File: src/rtl/fwd_pkg.sv
package fwd_pkg;
  // select positions: 0 = incremented PC, 1..5 = bypass sources youngest first, 6 = register file
  localparam int NSRC = 5;
  localparam int NSEL = NSRC + 2;
  localparam int SEL_PC = 0;
  localparam int SEL_RF = NSEL - 1;

  typedef struct packed {
    logic [NSEL-1:0] selA;
    logic [NSEL-1:0] selB;
  } fwdStrobes_t;
endpackage

File: src/rtl/fwd_ctrl.sv
module fwd_ctrl
  import fwd_pkg::*;
#(
  parameter int REG_W = 4,
  parameter int OP_W = 4,
  parameter logic [OP_W-1:0] CALL_CODE = 4'h8,
  parameter logic [OP_W-1:0] JUMP_CODE = 4'h7
) (
  input  logic [REG_W-1:0] srcA,
  input  logic [REG_W-1:0] srcB,
  input  logic [OP_W-1:0]  icode,
  input  logic [REG_W-1:0] dstIds [NSRC],
  output fwdStrobes_t      strobes
);
  localparam logic [REG_W-1:0] NO_REG = {REG_W{1'b1}};

  logic [NSRC-1:0] hitA, hitB;
  logic usePc;

  assign usePc = (icode == CALL_CODE) || (icode == JUMP_CODE);

  for (genvar s = 0; s < NSRC; s++) begin : g_cmp
    assign hitA[s] = (dstIds[s] != NO_REG) && (dstIds[s] == srcA);
    assign hitB[s] = (dstIds[s] != NO_REG) && (dstIds[s] == srcB);
  end

  function automatic logic [NSEL-1:0] pickFirst(input logic [NSRC-1:0] hits, input logic pcOverride);
    logic [NSEL-1:0] sel;
    logic found;
    sel = '0;
    found = pcOverride;
    if (pcOverride) sel[SEL_PC] = 1'b1;
    for (int s = 0; s < NSRC; s++) begin
      if (!found && hits[s]) begin
        sel[s+1] = 1'b1;
        found = 1'b1;
      end
    end
    if (!found) sel[SEL_RF] = 1'b1;
    return sel;
  endfunction

  always_comb begin
    strobes.selA = pickFirst(hitA, usePc);
    strobes.selB = pickFirst(hitB, 1'b0);
  end
endmodule

File: src/rtl/fwd_datapath.sv
module fwd_datapath
  import fwd_pkg::*;
#(
  parameter int DATA_W = 32
) (
  input  fwdStrobes_t       strobes,
  input  logic [DATA_W-1:0] valP,
  input  logic [DATA_W-1:0] rfA,
  input  logic [DATA_W-1:0] rfB,
  input  logic [DATA_W-1:0] srcVals [NSRC],
  output logic [DATA_W-1:0] outA,
  output logic [DATA_W-1:0] outB
);
  logic [DATA_W-1:0] candA [NSEL];
  logic [DATA_W-1:0] candB [NSEL];

  assign candA[SEL_PC] = valP;
  assign candB[SEL_PC] = '0;
  assign candA[SEL_RF] = rfA;
  assign candB[SEL_RF] = rfB;
  for (genvar s = 0; s < NSRC; s++) begin : g_cand
    assign candA[s+1] = srcVals[s];
    assign candB[s+1] = srcVals[s];
  end

  always_comb begin
    outA = '0;
    outB = '0;
    for (int i = 0; i < NSEL; i++) begin
      outA = outA | ({DATA_W{strobes.selA[i]}} & candA[i]);
      outB = outB | ({DATA_W{strobes.selB[i]}} & candB[i]);
    end
  end
endmodule

File: src/rtl/fwd_bypass_sel.sv
module fwd_bypass_sel
  import fwd_pkg::*;
#(
  parameter int DATA_W = 32,
  parameter int REG_W = 4,
  parameter int OP_W = 4
) (
  input  logic [REG_W-1:0]  decSrcA,
  input  logic [REG_W-1:0]  decSrcB,
  input  logic [DATA_W-1:0] regValA,
  input  logic [DATA_W-1:0] regValB,
  input  logic [OP_W-1:0]   decIcode,
  input  logic [DATA_W-1:0] decValP,
  input  logic [REG_W-1:0]  exDstE,
  input  logic [DATA_W-1:0] exValE,
  input  logic [REG_W-1:0]  memDstM,
  input  logic [DATA_W-1:0] memValM,
  input  logic [REG_W-1:0]  memDstE,
  input  logic [DATA_W-1:0] memValE,
  input  logic [REG_W-1:0]  wbDstM,
  input  logic [DATA_W-1:0] wbValM,
  input  logic [REG_W-1:0]  wbDstE,
  input  logic [DATA_W-1:0] wbValE,
  output logic [DATA_W-1:0] opA,
  output logic [DATA_W-1:0] opB
);
  logic [REG_W-1:0]  dstIds  [NSRC];
  logic [DATA_W-1:0] srcVals [NSRC];
  fwdStrobes_t strobes;

  // youngest first: this order is the bypass priority
  assign dstIds[0] = exDstE;   assign srcVals[0] = exValE;
  assign dstIds[1] = memDstM;  assign srcVals[1] = memValM;
  assign dstIds[2] = memDstE;  assign srcVals[2] = memValE;
  assign dstIds[3] = wbDstM;   assign srcVals[3] = wbValM;
  assign dstIds[4] = wbDstE;   assign srcVals[4] = wbValE;

  fwd_ctrl #(.REG_W(REG_W), .OP_W(OP_W)) u_ctrl (
    .srcA(decSrcA), .srcB(decSrcB), .icode(decIcode),
    .dstIds(dstIds), .strobes(strobes)
  );

  fwd_datapath #(.DATA_W(DATA_W)) u_dp (
    .strobes(strobes), .valP(decValP), .rfA(regValA), .rfB(regValB),
    .srcVals(srcVals), .outA(opA), .outB(opB)
  );
endmodule

File: config.mk
export PLATFORM = sky130hd
export DESIGN_NAME = fwd_bypass_sel
export DESIGN_NICKNAME = d
export VERILOG_FILES = /design/src/rtl/fwd_pkg.sv /design/src/rtl/fwd_ctrl.sv /design/src/rtl/fwd_datapath.sv /design/src/rtl/fwd_bypass_sel.sv
export SDC_FILE = /design/constraint.sdc
export NUM_CORES = 1
export LEC_CHECK = 0
export CORE_AREA = 2 2 137 139
export DETAILED_ROUTE_END_ITERATION = 10
export DIE_AREA = 0 0 139 141
export DONT_BUFFER_PORTS = 1
export GPL_ROUTABILITY_DRIVEN = 0
export PLACE_DENSITY = 0.32
export SLEW_MARGIN = 20
export SYNTH_ARGS = -nofsm -noshare
export SYNTH_HDL_FRONTEND = slang
export SYNTH_SLANG_ARGS = --single-unit
File: constraint.sdc
create_clock -name vclk -period 2.8
set_clock_uncertainty 0.15 [all_clocks]
set_input_delay 0.56 -clock vclk [all_inputs]
set_output_delay 0.56 -clock vclk [all_outputs]
set_load 0.02 [all_outputs]
==> summary.md <==
| Metric | Value |
|---|---|
| Largest cells by area after synthesis | `mux2i_1 (17%), mux2_2 (9.5%), a222oi_1 (8.7%), a211o_1 (7.6%), a221oi_1 (7.6%)` |
| FF+latch area | `0 um^2` |
| Met2 GRT Util | `33.9%` |
| Vias in the first global route | `4,761` |
| CP top delay family | `compound AO/OA/AOI/OAI gates` |
| CP max FO | `14` |
| Slowest-stage cell, CP | `a222oi_1` |
| Max IR drop VDD | `0.0981 mV` |
| Share of cells above drive strength 1 | `43.0%` |
| Initial antenna violation count | `0` |
| Routed WL per cell | `28.0 um` |
| Total GRT Usage | `18.2%` |
| Pin count of the biggest net entering global routing | `48` |
| Drt total wl | `21,100 um` |
| Most frequent cell after synthesis | `nor2_1` |
| Failing checks | `setup timing` |
| Core ar. | `18,300 um^2` |
| Total congestion overflow | `0` |
| Met3 Use GR | `3.23%` |
| Synthesized area per cell | `7.45 um^2` |
| ANT nets after route | `0` |
| Final Slew Violations | `0` |
| Initial Util | `20.1%` |
| DR iter-0 viols | `354` |
| Overall power | `1.42 mW` |
| Mapped cell area | `3680 um^2` |
| # rows | `50` |
| Distinct cells, synth | `43` |
| Die area | `19,600 um^2` |
| Worst-Margin Slew | `0.618 ns` |
| # IOs | `352` |
| Cells along the critical path | `xor2_2 > nor4_2 > nand2_1 > nor3b_4 > buf_12 > a222oi_1 > o221ai_4` |
| RSZ-0062 raised after global routing | `true` |
| Top cells by count, synth | `nor2_1 (72), mux2i_1 (63), clkbuf_1 (34)` |
| Pwr/cell area | `241 nW/um^2` |
| Vias | `4,624` |
| Adder-Cell Fraction of Synth Area | `0%` |
| Die Wd | `139 um` |
| ANT cells | `0` |
| Crit path buf inv count | `1` |
| Cell accounting for the most synthesized area | `mux2i_1` |
| DR pass1 iterations | `7` |
| Max-cap violations | `0` |
| Post-DP HPWL | `15,000 um` |
| Via-per-instance ratio | `6.12` |
| Post-DP Area | `4490 um^2` |
| CP arrival | `2.27 ns` |
| M1 GR Usage | `21.9%` |
| Worst hold margin | `1.15 ns` |
| Mux share of post-synthesis cell area | `26.6%` |
| Synthesis Warnings | `0` |
| Synth Area in Simple Gates | `13.1%` |
| Sequential area share after synthesis | `0%` |
| Die H | `141 um` |
| Syn nets | `782` |
| Num sequential | `0` |
| CLK BUF | `0` |
| Area share of the largest cell type after synthesis | `17.1%` |
| Fmax | `0.336 GHz` |
| First-pass GRT wire length | `28,400 um` |
| CP endpoint kind | `output port` |
| Main combinational cell family by area after synthesis | `compound AO/OA/AOI/OAI gates` |
| CP Launch Type | `primary input` |
| Worst hold-check path type | `in2out` |
| Status | `finished, violations left` |
| Cells after Synth | `494` |
| Synth-to-Final Area Change | `59.5%` |
| Slew HR | `58.8%` |
| Post-route cell area | `5870 um^2` |
| Final core occ | `32.1%` |
| Final count of negative-setup-slack endpoints | `46` |
| Final period utilization | `106%` |
| Sum Neg Setup Slack | `-3.08 ns` |
| Xor and xnor area share after synthesis | `8.33%` |
| DRC | `0` |
| Compound-gate portion of the synthesized area | `41.6%` |
| Post-route setup slack | `-0.180 ns` |
| Port bufs | `0` |
| Final-stage net count | `811` |
| Largest stage delay on the critical path | `0.47 ns` |
| Worst Path Required | `2.09 ns` |
| Final hold viol count | `0` |
| WS Path Type | `in2out` |
| GRT Max-Usage Layer | `met2` |
| Fin crit period | `2.98 ns` |
| Lkg Pwr | `2.20 nW` |
==> final cells by class <==
class	count	area (um^2)
tap	234	293
fill	1893	12400
timing repair buffer	83	1040
inverter	32	120
multi-input combinational	406	4410
==> cell usage in the layout, fill, tap and decap left out, drive strengths merged <==
cell type,instances
o2111a,1
xnor2,14
xor2,21
nor3b,1
o21a,1
a211o,32
o31ai,1
clkbuf,6
or4b,1
nand3,6
nand2,6
nor4,1
nand3b,1
o221ai,31
and3b,1
or2,2
a221oi,32
and2,1
o21ai,32
inv,32
nand4b,1
a222oi,32
nor2b,1
a21o,1
o2111ai,2
nor2,72
nand4,8
and3,1
mux2,31
a2111oi,2
buf,77
nor3,2
mux2i,63
or3,2
a21boi,1
a21oi,1
a31oi,1
==> cell families after synthesis <==
logic type / Yosys count
buf+inv: 88
simple gates: 107
mux: 94
xor+xnor: 35
compound gates: 170
==> per-layer routing <==
layer  part of all wire (%)  up-vias  wire, um
met2                     51      310     10800
met1                     38     2231      8000
met5                      0        -         0
li1                       -     2038         -
met3                    7.8       45      1650
met4                    3.2        0       668
==> where the power goes <==
| part | internal, mW | total, mW | switching [mW] |
|---|---|---|---|
| Sequential | 0 | 0 | 0 |
| Clock | 0 | 0 | 0 |
| Combinational | 0.618 | 1.42 | 0.797 |
==> path summary, 6_finish.rpt <==
kind / start / endpoint / slack, ns / depth (start not counted)
hold / removal: exValE[6] / opA[6] / 1.15 / 2
setup / recovery: exDstE[2] / opA[24] / -0.18 / 7
==> through the flow <==
step	std cells	setup slack, ns
finish	755	-0.180
global route	755	-0.260
CTS	740	-0.122
detailed placement	728	-0.173
global placement	728	-0.238
floorplan	494	-0.0614
==> repair_timing <==
item | CTS | global route
gates resized for setup | 37 | 105
endpoints found under the setup margin | 64 | 64
hold buffers | 0 | 0
pin swaps | 11 | 48
gates cloned | 2 | 5
buffers inserted | 10 | 12
(Power assumes the default switching activity.)
